### src/rtl/rxr_pkg.sv
package rxr_pkg;
  typedef enum logic [2:0] {
    ST_IDLE,
    ST_STORE,
    ST_PAD,
    ST_HDR,
    ST_DROP
  } rxr_state_e;

  localparam logic [1:0] SEL_FIRST = 2'd0;
  localparam logic [1:0] SEL_END   = 2'd1;
  localparam logic [1:0] SEL_LIMIT = 2'd2;
  localparam logic [1:0] SEL_WRPG  = 2'd3;

  localparam int unsigned DESC_BYTES = 4;
  localparam logic [7:0]  STAT_GOOD  = 8'h01;
  localparam logic [7:0]  STAT_GROUP = 8'h20;
endpackage

### src/rtl/rxr_page_regs.sv
module rxr_page_regs
  import rxr_pkg::*;
#(
  parameter int unsigned PG_W = 8
) (
  input  logic            clk,
  input  logic            rst_n,
  input  logic            cfg_we,
  input  logic [1:0]      cfg_sel,
  input  logic [PG_W-1:0] cfg_wdata,
  input  logic            hw_done,
  input  logic [PG_W-1:0] hw_next,
  input  logic            irq_clr,
  output logic [PG_W-1:0] first_pg,
  output logic [PG_W-1:0] end_pg,
  output logic [PG_W-1:0] limit_pg,
  output logic [PG_W-1:0] wr_pg,
  output logic            irq
);

  always_ff @(posedge clk or negedge rst_n) begin
    if (!rst_n) begin
      first_pg <= '0;
      end_pg   <= '0;
      limit_pg <= '0;
      wr_pg    <= '0;
      irq      <= 1'b0;
    end else begin
      if (cfg_we) begin
        case (cfg_sel)
          SEL_FIRST: first_pg <= cfg_wdata;
          SEL_END:   end_pg   <= cfg_wdata;
          SEL_LIMIT: limit_pg <= cfg_wdata;
          default:   wr_pg    <= cfg_wdata;
        endcase
      end
      // hardware completion has priority over the host
      if (hw_done) wr_pg <= hw_next;
      if (hw_done)      irq <= 1'b1;
      else if (irq_clr) irq <= 1'b0;
    end
  end


  irq_set_wins_chk: assert property (@(posedge clk) disable iff (!rst_n)
    hw_done |=> irq);


  wrpg_hw_wins_chk: assert property (@(posedge clk) disable iff (!rst_n)
    hw_done |=> (wr_pg == $past(hw_next)));

endmodule

### src/rtl/rxr_space_chk.sv
module rxr_space_chk #(
  parameter int unsigned PG_W      = 8,
  parameter int unsigned PG_SH     = 8,
  parameter int unsigned MAX_FRAME = 1514,
  parameter int unsigned SLACK     = 4
) (
  input  logic [PG_W-1:0] first_pg,
  input  logic [PG_W-1:0] end_pg,
  input  logic [PG_W-1:0] wr_pg,
  input  logic [PG_W-1:0] limit_pg,
  output logic            ring_full
);
  localparam int unsigned AW   = PG_W + PG_SH + 1;
  localparam int unsigned NEED = MAX_FRAME + SLACK;

  logic [AW-1:0] idx, lim, span, avail;

  always_comb begin
    idx  = AW'(wr_pg) << PG_SH;
    lim  = AW'(limit_pg) << PG_SH;
    span = (AW'(end_pg) - AW'(first_pg)) << PG_SH;
    if (idx < lim) avail = lim - idx;
    else           avail = span - (idx - lim);
    ring_full = (end_pg <= first_pg) || (avail < AW'(NEED));
  end
endmodule

### src/rtl/rxr_next_calc.sv
module rxr_next_calc #(
  parameter int unsigned PG_W  = 8,
  parameter int unsigned PG_SH = 8,
  parameter int unsigned LEN_W = 16,
  parameter int unsigned DESC  = 4
) (
  input  logic [PG_W-1:0]  base_pg,
  input  logic [LEN_W-1:0] data_len,
  input  logic [PG_W-1:0]  first_pg,
  input  logic [PG_W-1:0]  end_pg,
  output logic [PG_W-1:0]  next_pg
);
  localparam int unsigned NW    = LEN_W + 2;
  localparam int unsigned PG_SZ = 1 << PG_SH;

  logic [NW-1:0] pages, sum, ring, nx;

  always_comb begin
    // stored length plus descriptor plus trailing slack, rounded to pages
    pages = (NW'(data_len) + NW'(2 * DESC) + NW'(PG_SZ - 1)) >> PG_SH;
    sum   = NW'(base_pg) + pages;
    ring  = NW'(end_pg) - NW'(first_pg);
    nx    = (sum >= NW'(end_pg)) ? (sum - ring) : sum;
    next_pg = nx[PG_W-1:0];
  end
endmodule

### src/rtl/rx_ring_mgr.sv
module rx_ring_mgr
  import rxr_pkg::*;
#(
  parameter int unsigned PG_W      = 8,
  parameter int unsigned PG_SH     = 8,
  parameter int unsigned LEN_W     = 16,
  parameter int unsigned MAX_FRAME = 1514,
  parameter int unsigned MIN_FRAME = 60
) (
  input  logic                  clk,
  input  logic                  rst_n,
  input  logic                  cfg_we,
  input  logic [1:0]            cfg_sel,
  input  logic [PG_W-1:0]       cfg_wdata,
  input  logic                  rx_halt,
  input  logic                  irq_clr,
  input  logic                  in_valid,
  input  logic [7:0]            in_data,
  input  logic                  in_last,
  output logic                  in_ready,
  output logic                  mem_we,
  output logic [PG_W+PG_SH-1:0] mem_addr,
  output logic [7:0]            mem_wdata,
  output logic [PG_W-1:0]       wr_page,
  output logic                  rx_irq,
  output logic                  drop_pulse
);
  localparam int unsigned AW = PG_W + PG_SH;

  logic [PG_W-1:0]  first_pg, end_pg, limit_pg, wr_pg, base_pg, next_pg;
  logic             ring_full, done, accept, beat, grp;
  logic [AW-1:0]    wptr, ring_lo, ring_hi, first_addr;
  logic [LEN_W-1:0] cnt, cnt_nx, total;
  logic [1:0]       hidx;
  logic [7:0]       desc_byte;
  rxr_state_e       st;

  rxr_page_regs #(.PG_W(PG_W)) u_regs (
    .clk(clk), .rst_n(rst_n), .cfg_we(cfg_we), .cfg_sel(cfg_sel),
    .cfg_wdata(cfg_wdata), .hw_done(done), .hw_next(next_pg),
    .irq_clr(irq_clr), .first_pg(first_pg), .end_pg(end_pg),
    .limit_pg(limit_pg), .wr_pg(wr_pg), .irq(rx_irq)
  );

  rxr_space_chk #(.PG_W(PG_W), .PG_SH(PG_SH), .MAX_FRAME(MAX_FRAME),
                  .SLACK(DESC_BYTES)) u_space (
    .first_pg(first_pg), .end_pg(end_pg), .wr_pg(wr_pg),
    .limit_pg(limit_pg), .ring_full(ring_full)
  );

  rxr_next_calc #(.PG_W(PG_W), .PG_SH(PG_SH), .LEN_W(LEN_W),
                  .DESC(DESC_BYTES)) u_next (
    .base_pg(base_pg), .data_len(cnt), .first_pg(first_pg),
    .end_pg(end_pg), .next_pg(next_pg)
  );

  function automatic logic [AW-1:0] step(input logic [AW-1:0] p,
                                         input logic [AW-1:0] lo,
                                         input logic [AW-1:0] hi);
    logic [AW-1:0] n;
    n = p + AW'(1);
    return (n == hi) ? lo : n;
  endfunction

  assign wr_page    = wr_pg;
  assign ring_lo    = AW'(first_pg) << PG_SH;
  assign ring_hi    = AW'(end_pg) << PG_SH;
  assign first_addr = (AW'(wr_pg) << PG_SH) + AW'(DESC_BYTES);
  assign in_ready   = (st == ST_IDLE) || (st == ST_STORE) || (st == ST_DROP);
  assign beat       = in_valid && in_ready;
  assign accept     = !rx_halt && !ring_full;
  assign cnt_nx     = cnt + LEN_W'(1);
  assign total      = cnt + LEN_W'(DESC_BYTES);
  assign done       = (st == ST_HDR) && (hidx == 2'd3);

  always_comb begin
    case (hidx)
      2'd0:    desc_byte = STAT_GOOD | (grp ? STAT_GROUP : 8'h00);
      2'd1:    desc_byte = 8'(next_pg);
      2'd2:    desc_byte = total[7:0];
      default: desc_byte = total[15:8];
    endcase
  end

  always_ff @(posedge clk or negedge rst_n) begin
    if (!rst_n) begin
      st         <= ST_IDLE;
      wptr       <= '0;
      base_pg    <= '0;
      cnt        <= '0;
      grp        <= 1'b0;
      hidx       <= '0;
      mem_we     <= 1'b0;
      mem_addr   <= '0;
      mem_wdata  <= '0;
      drop_pulse <= 1'b0;
    end else begin
      mem_we     <= 1'b0;
      drop_pulse <= 1'b0;
      case (st)
        ST_IDLE: if (beat) begin
          if (accept) begin
            mem_we    <= 1'b1;
            mem_addr  <= first_addr;
            mem_wdata <= in_data;
            wptr      <= step(first_addr, ring_lo, ring_hi);
            base_pg   <= wr_pg;
            cnt       <= LEN_W'(1);
            grp       <= in_data[0];
            hidx      <= '0;
            if (in_last) st <= (LEN_W'(1) >= LEN_W'(MIN_FRAME)) ? ST_HDR : ST_PAD;
            else         st <= ST_STORE;
          end else if (in_last) begin
            drop_pulse <= 1'b1;
          end else begin
            st <= ST_DROP;
          end
        end
        ST_STORE: if (beat) begin
          mem_we    <= 1'b1;
          mem_addr  <= wptr;
          mem_wdata <= in_data;
          wptr      <= step(wptr, ring_lo, ring_hi);
          cnt       <= cnt_nx;
          if (in_last) st <= (cnt_nx >= LEN_W'(MIN_FRAME)) ? ST_HDR : ST_PAD;
        end
        ST_PAD: begin
          mem_we    <= 1'b1;
          mem_addr  <= wptr;
          mem_wdata <= 8'h00;
          wptr      <= step(wptr, ring_lo, ring_hi);
          cnt       <= cnt_nx;
          if (cnt_nx >= LEN_W'(MIN_FRAME)) st <= ST_HDR;
        end
        ST_HDR: begin
          mem_we    <= 1'b1;
          mem_addr  <= (AW'(base_pg) << PG_SH) + AW'(hidx);
          mem_wdata <= desc_byte;
          hidx      <= hidx + 2'd1;
          if (hidx == 2'd3) st <= ST_IDLE;
        end
        ST_DROP: if (beat && in_last) begin
          drop_pulse <= 1'b1;
          st         <= ST_IDLE;
        end
        default: st <= ST_IDLE;
      endcase
    end
  end


  addr_in_ring_chk: assert property (@(posedge clk) disable iff (!rst_n)
    mem_we |-> (mem_addr >= ring_lo) && (mem_addr < ring_hi));


  drop_no_write_chk: assert property (@(posedge clk) disable iff (!rst_n)
    drop_pulse |-> !mem_we);


  next_in_ring_chk: assert property (@(posedge clk) disable iff (!rst_n)
    done |-> (next_pg >= first_pg) && (next_pg < end_pg));


  busy_no_beat_chk: assert property (@(posedge clk) disable iff (!rst_n)
    (st == ST_PAD) |=> !drop_pulse && mem_we);

endmodule

### config.mk
export PLATFORM = sky130hd
export DESIGN_NAME = rx_ring_mgr
export DESIGN_NICKNAME = d
export VERILOG_FILES = /design/src/rtl/rxr_pkg.sv /design/src/rtl/rxr_page_regs.sv /design/src/rtl/rxr_space_chk.sv /design/src/rtl/rxr_next_calc.sv /design/src/rtl/rx_ring_mgr.sv
export SDC_FILE = /design/constraint.sdc
export NUM_CORES = 1
export LEC_CHECK = 0
export BUFFER_PORTS_ARGS = -buffer_cell sky130_fd_sc_hd__buf_2
export CAP_MARGIN = 20
export CORE_UTILIZATION = 30
export DETAILED_ROUTE_END_ITERATION = 7
export HOLD_SLACK_MARGIN = 0.05
export PLACE_DENSITY = 0.43
export SETUP_SLACK_MARGIN = 0.1
export SLEW_MARGIN = 5
export SYNTH_ARGS = -nofsm -noshare
export SYNTH_HDL_FRONTEND = slang
export SYNTH_SLANG_ARGS = --single-unit
### constraint.sdc
create_clock -name clk -period 5.9 [get_ports clk]
set_clock_uncertainty 0.1 [all_clocks]
set_input_delay 0.885 -clock clk [delete_from_list [all_inputs] [get_ports clk]]
set_output_delay 0.885 -clock clk [all_outputs]
set_load 0.02 [all_outputs]
Word level (Yosys, flattened, before mapping)
Index checks and enable logic that the tools add are counted.

cells by class
  mux-type cells = 50
  equal/unequal tests = 20
  reduce and logical (&&, ||, !) cells = 28
  add/subtract/negate cells = 16
  order comparisons = 5

operators by type and width
  operator                 count
  $mux W16                 11
  $pmux W16 S3             2
  $pmux W16 S4             1
  $mux W8                  7
  $add A16 B1 Y16 const B  3
  $sub A16 B16 Y17         2
  $add A16 B3 Y16 const B  2
  $eq A16 B16 Y1           2
  $pmux W8 S4              1
  $mux W3                  8
  $pmux W8 S3              1
  $add A18 B8 Y18 const B  1
  $add A16 B4 Y17 const B  1
  $lt A17 B11 Y1 const B   1
  $mux W17                 1
  $sub A17 B17 Y17         1
  $add A16 B2 Y16          1
  $ge A16 B6 Y1 const B    1
  $lt A16 B16 Y1           1
  $sub A8 B8 Y8            2
  $pmux W3 S5              1
  $add A8 B10 Y11          1
  $ge A11 B8 Y1            1
  $mux W1                  10
  30 further kinds         56

word-level totals
  logic and storage cells = 134
  output and inout port bits = 36
  flip-flop bits (word level) = 105
  input port bits = 25

Longest topological paths before layout
  word-level depth = 10
  depth in mapped cells = 26
  mapped depth without buffers = 25

Hierarchy
A second synthesis with hierarchy kept.

unflattened totals
  cells, all modules = 969
  area total of the unflattened synthesis = 8,478.1 um2

by module, submodules not included
  module         cells an instance  times used  area an instance (um2)
  rx_ring_mgr    550                1           4,653.2
  rxr_page_regs  98                 1           1,330.0
  rxr_next_calc  166                1           1,272.5
  rxr_space_chk  155                1           1,222.4

Least setup slack after synthesis
OpenSTA, ideal clock, no wires.

  kind = reg2reg
  from = reg cnt[2]
  to = reg mem_wdata[0]
  period minus slack after synthesis = 4.981 ns
  path slack = 0.919 ns
  arrival = 4.742 ns
  stages on the path, launching flop included = 26
  cells stage by stage = dfrtp_1 -> clkbuf_1 -> inv_1 -> ha_1 -> nor2b_1 -> o41ai_1 -> a222oi_1 -> nand2_1 -> nor2_1 -> o21ai_0 -> o21ai_0 -> xor2_1 -> ha_1 -> o21a_1 -> o31a_1 -> o21ai_0 -> nand2b_1 -> xor2_1 -> ha_1 -> o21ai_0 -> o21ai_0 -> a31oi_1 -> o211a_1 -> mux2_2 -> a21oi_1 -> o221ai_1

on the way
  cells in the longest elaborated chain, start to end = 7
  elaborated cells between the ends (all ways) = 9
  classes of those cells = add/sub: 5; order compare: 1; mux: 3

ends and longest elaborated chain
  item                                                   line                 text
  from (decl)                                            rx_ring_mgr.sv:33    logic [LEN_W-1:0] cnt, cnt_nx, total;
  from (signal assigned)                                 rx_ring_mgr.sv:124   cnt <= cnt_nx;
  from (signal assigned)                                 rx_ring_mgr.sv:132   cnt <= cnt_nx;
  $add A16 B4 Y17                                        rxr_next_calc.sv:20  pages = (NW'(data_len) + NW'(2 * DESC) + NW'(PG_SZ - 1)) >> PG_SH;
  $add A18 B8 Y18                                        rxr_next_calc.sv:20
  $add A8 B10 Y11                                        rxr_next_calc.sv:21  sum = NW'(base_pg) + pages;
  $ge A11 B8 Y1 / $sub A8 B8 Y8 (equally long branches)  rxr_next_calc.sv:23  nx = (sum >= NW'(end_pg)) ? (sum - ring) : sum;
  $mux W8                                                rxr_next_calc.sv:23
  $pmux W8 S3 *                                          rx_ring_mgr.sv:77    case (hidx)
  $pmux W8 S4 *                                          rx_ring_mgr.sv:100   case (st)
  to (signal assigned)                                   rx_ring_mgr.sv:105   mem_wdata <= in_data;
  to (signal assigned)                                   rx_ring_mgr.sv:122   mem_wdata <= in_data;
  to (signal assigned)                                   rx_ring_mgr.sv:138   mem_wdata <= desc_byte;
  to (decl)                                              rx_ring_mgr.sv:23    output logic [7:0] mem_wdata,

Mark *: on every way between the ends. The rest lies on a longest branch, timed or not.
A chain may end at the register's enable or synchronous reset.

Worst setup path in the final report
  from = reg cnt[3]
  to = reg mem_wdata[7]

Same word-level chain as after synthesis.

==> results.toml <==
[synthesis]
synthDistinctLibCells = 64
synthFlopType = "dfrtp_1"
syn_area_per_cell_sq_um = 8.394
synth_cells = 1062
yosysTopAreaCell = "dfrtp_1"
synth_most_common_cell = "dfrtp_1"
synth_area_leaders = "dfrtp_1 (29%), ha_1 (8.7%), o21ai_0 (4.9%)"
synth_nets = 1168
synth_edf_count = 0
synth_top_cells_by_count = "dfrtp_1 (105), nand2_1 (95), o21ai_0 (88), nor2_1 (85), inv_1 (74)"
yosysSeqAreaShare = 0.2947
ys_ff_latch = 105
synth_top_area_frac = 0.2947
async_reset_ff_frac = 1.000
synth_area_sq_um = 8915
yosysWarningCount = 0

[routing]
vias_per_cell = 5.334
vias = 7974
wirelength_um = 30400
drt_first_pass_iters = 5
first_iter_violations = 640
ant_nets = 0
wl_per_cell_um = 20.33
drc = 0

[sta]
setup_viol = 0
hold_violations = 0
max_freq_ghz = 0.1861
finalSetupTns_ns = 0
min_period_over_period = 0.9109
slew_viol_final = 0
relSlewSlack = 0.3459
tightest_slew_ns = 0.9811
period_needed_ns = 5.374
rsz0062_at_grt = "no"

[grt]
grtUsageMet2 = 0.3269
grt_pass1_vias = 7937
grt_max_degree = 59
overflow = 0
top_usage_layer = "met2"
grt_util_met1 = 0.2950
grt_use_total = 0.2054
grt_use_met3 = 0.02100
antenna_found_initial = 0
grt_pass1_wl_um = 47880

[floorplan]
die_height_um = 174.4
die_area_sq_um = 30410
die_w_um = 174.4
rows = 62
pin_count = 61
core_region_area_sq_um = 28940
start_util = 0.3081

[cts]
cts_buffers = 9
cts_buffer_depth = 2
insertion_delay_ns = 0.37
root_buffer = "clkbuf_16"
htree_num_levels = 3
cts.sinks = 105
clk_pin_slew_ns = 0.08
cts_tree = "yes"

[worst_setup_path]
worstPathArrival_ns = 5.51
worstPathCellList = "ha_1 > o31a_1 > nor2_1 > a21oi_1 > o211ai_1 > nor3_1 > xnor2_1 > ha_1 > o21ai_0 > nor2_1 > o21a_1 > nor2_1 > xnor2_1 > inv_1 > fa_1 > inv_1 > ha_1 > nor3_1 > nor2_1 > o41ai_2 > xnor2_1 > nand2_1 > xor2_1 > o211ai_1"
critical-path-top-delay-family = "adder cells"
crit_type = "flip-flop to flip-flop"
cpMaxStageDelayCell = "fa_1"
crit_fanout = 12
cp.required_ns = 6.03
startpoint_type = "flip-flop"
crit_buf_inv = 2
critical_path.endpoint_type = "flip-flop"
cp_common_cell = "nor2_1"
crit_path_max_incr_delay_ns = 0.49

[final_layout]
antennaDiodeCount = 0
final_area_sq_um = 10040
area_growth_pct = 12.66
drive_gt1_frac = 0.1431
final_cell_count_no_fill = 1495
fill_cells = 3077
fin_nets = 1212

[power]
irDropWorstVdd_uv = 362.0
power_density_nw_per_um2 = 567.3
p_leak_nw = 4.468

[run]
drv_cap = 0

[placed_design]
io_buffers = 60
routabilityCongestion = 0.8758
placed_cells_incl_taps = 1478
placed_area_sq_um = 9697
dp_hpwl_um = 23630

[hold_path]
hold_path_class = "flip-flop to flip-flop"

[status]
status = "finished clean"
routing by layer:
metal / share of wire / up-vias
met5: 0 / -
met4: 0.018 / 0
met3: 0.039 / 25
met2: 0.45 / 189
met1: 0.49 / 3902
li1: - / 3858
cells in the final DEF (no fill, tap or decap), types with 25 or more instances in the layout:
master,synthesis,layout
mux2_2,29,29
inv_1,74,74
nor3_1,26,26
nand2_1,95,95
nor2_1,85,85
a21oi_1,70,68
o21ai_0,88,87
xor2_1,26,25
ha_1,62,62
buf_2,6,59
xnor2_1,43,43
buf_4,3,32
nand3_1,33,33
dfrtp_1,105,102
layout make-up:
class | instances | area (sq um) | share of cell area
timing repair buffer | 91 | 535.5 | 0.05332
sequential | 105 | 2631 | 0.2620
multi-input combinational | 825 | 5827 | 0.5802
tap | 384 | 480.5 | 0.04784
clock buffer | 10 | 229.0 | 0.02280
inverter | 74 | 277.8 | 0.02766
clock inverter | 6 | 62.56 | 0.006229
report_power, final:
group | leakage, nW | switching, mW | internal (mW)
clock network | 0.142 | 0.329 | 0.299
registers | 1.32 | 0.300 | 0.934
logic | 3.00 | 2.31 | 1.53
through the flow:
step                utilization  hold WS (ns)  power (mW)  setup slack (ns)
finish                   0.3471        0.4201       5.698            0.5259
global route             0.3471        0.4437       6.224            0.1049
CTS                      0.3452        0.4188       5.688            0.1411
detailed placement       0.3351        0.4030       5.027            0.1858
global placement         0.3351        0.4064       5.026            0.3113
floorplan                     -        0.3723       3.858            0.9194
logic make-up after synthesis:
kind of cell	after synthesis	synth area share
adders and majority gates	81	0.1297
AOI/OAI and AO/OA	297	0.2136
muxes	48	0.05853
xor gates and xnor gates	69	0.06779
DFF	105	0.2947
buffers and inverters	132	0.05782
and+or+nand+nor	330	0.1778
what timing repair did:
item / CTS / global route
setup endpoints to repair: 0 / 16
resized for setup: 0 / 12
hold buffers: 0 / 0
buffers inserted: 0 / 1
registers in the layout (all words and copies together) (netlist names):
| signal | count |
|---|---|
| cnt | 16 |
| mem_addr | 16 |
| wptr | 16 |
| base_pg | 8 |
| mem_wdata | 8 |
| u_regs.end_pg | 8 |
| u_regs.first_pg | 8 |
| u_regs.limit_pg | 8 |
| u_regs.wr_pg | 8 |
| st | 3 |
| hidx | 2 |
| drop_pulse | 1 |
| grp | 1 |
| mem_we | 1 |
| u_regs.irq | 1 |
path summary, 6_finish.rpt:
path,startpoint,end,slack (ns),cells after the start
max in group asynchronous,rst_n,cnt[8],3.94,2
max,cnt[3],mem_wdata[7],0.53,24
min,grp,grp,0.42,1
min in group asynchronous,rst_n,cnt[4],0.50,1
min reg2reg,grp,grp,0.42,1
max reg2reg,cnt[3],mem_wdata[7],0.53,24
No activity file was read; power rests on OpenSTA's default activity.
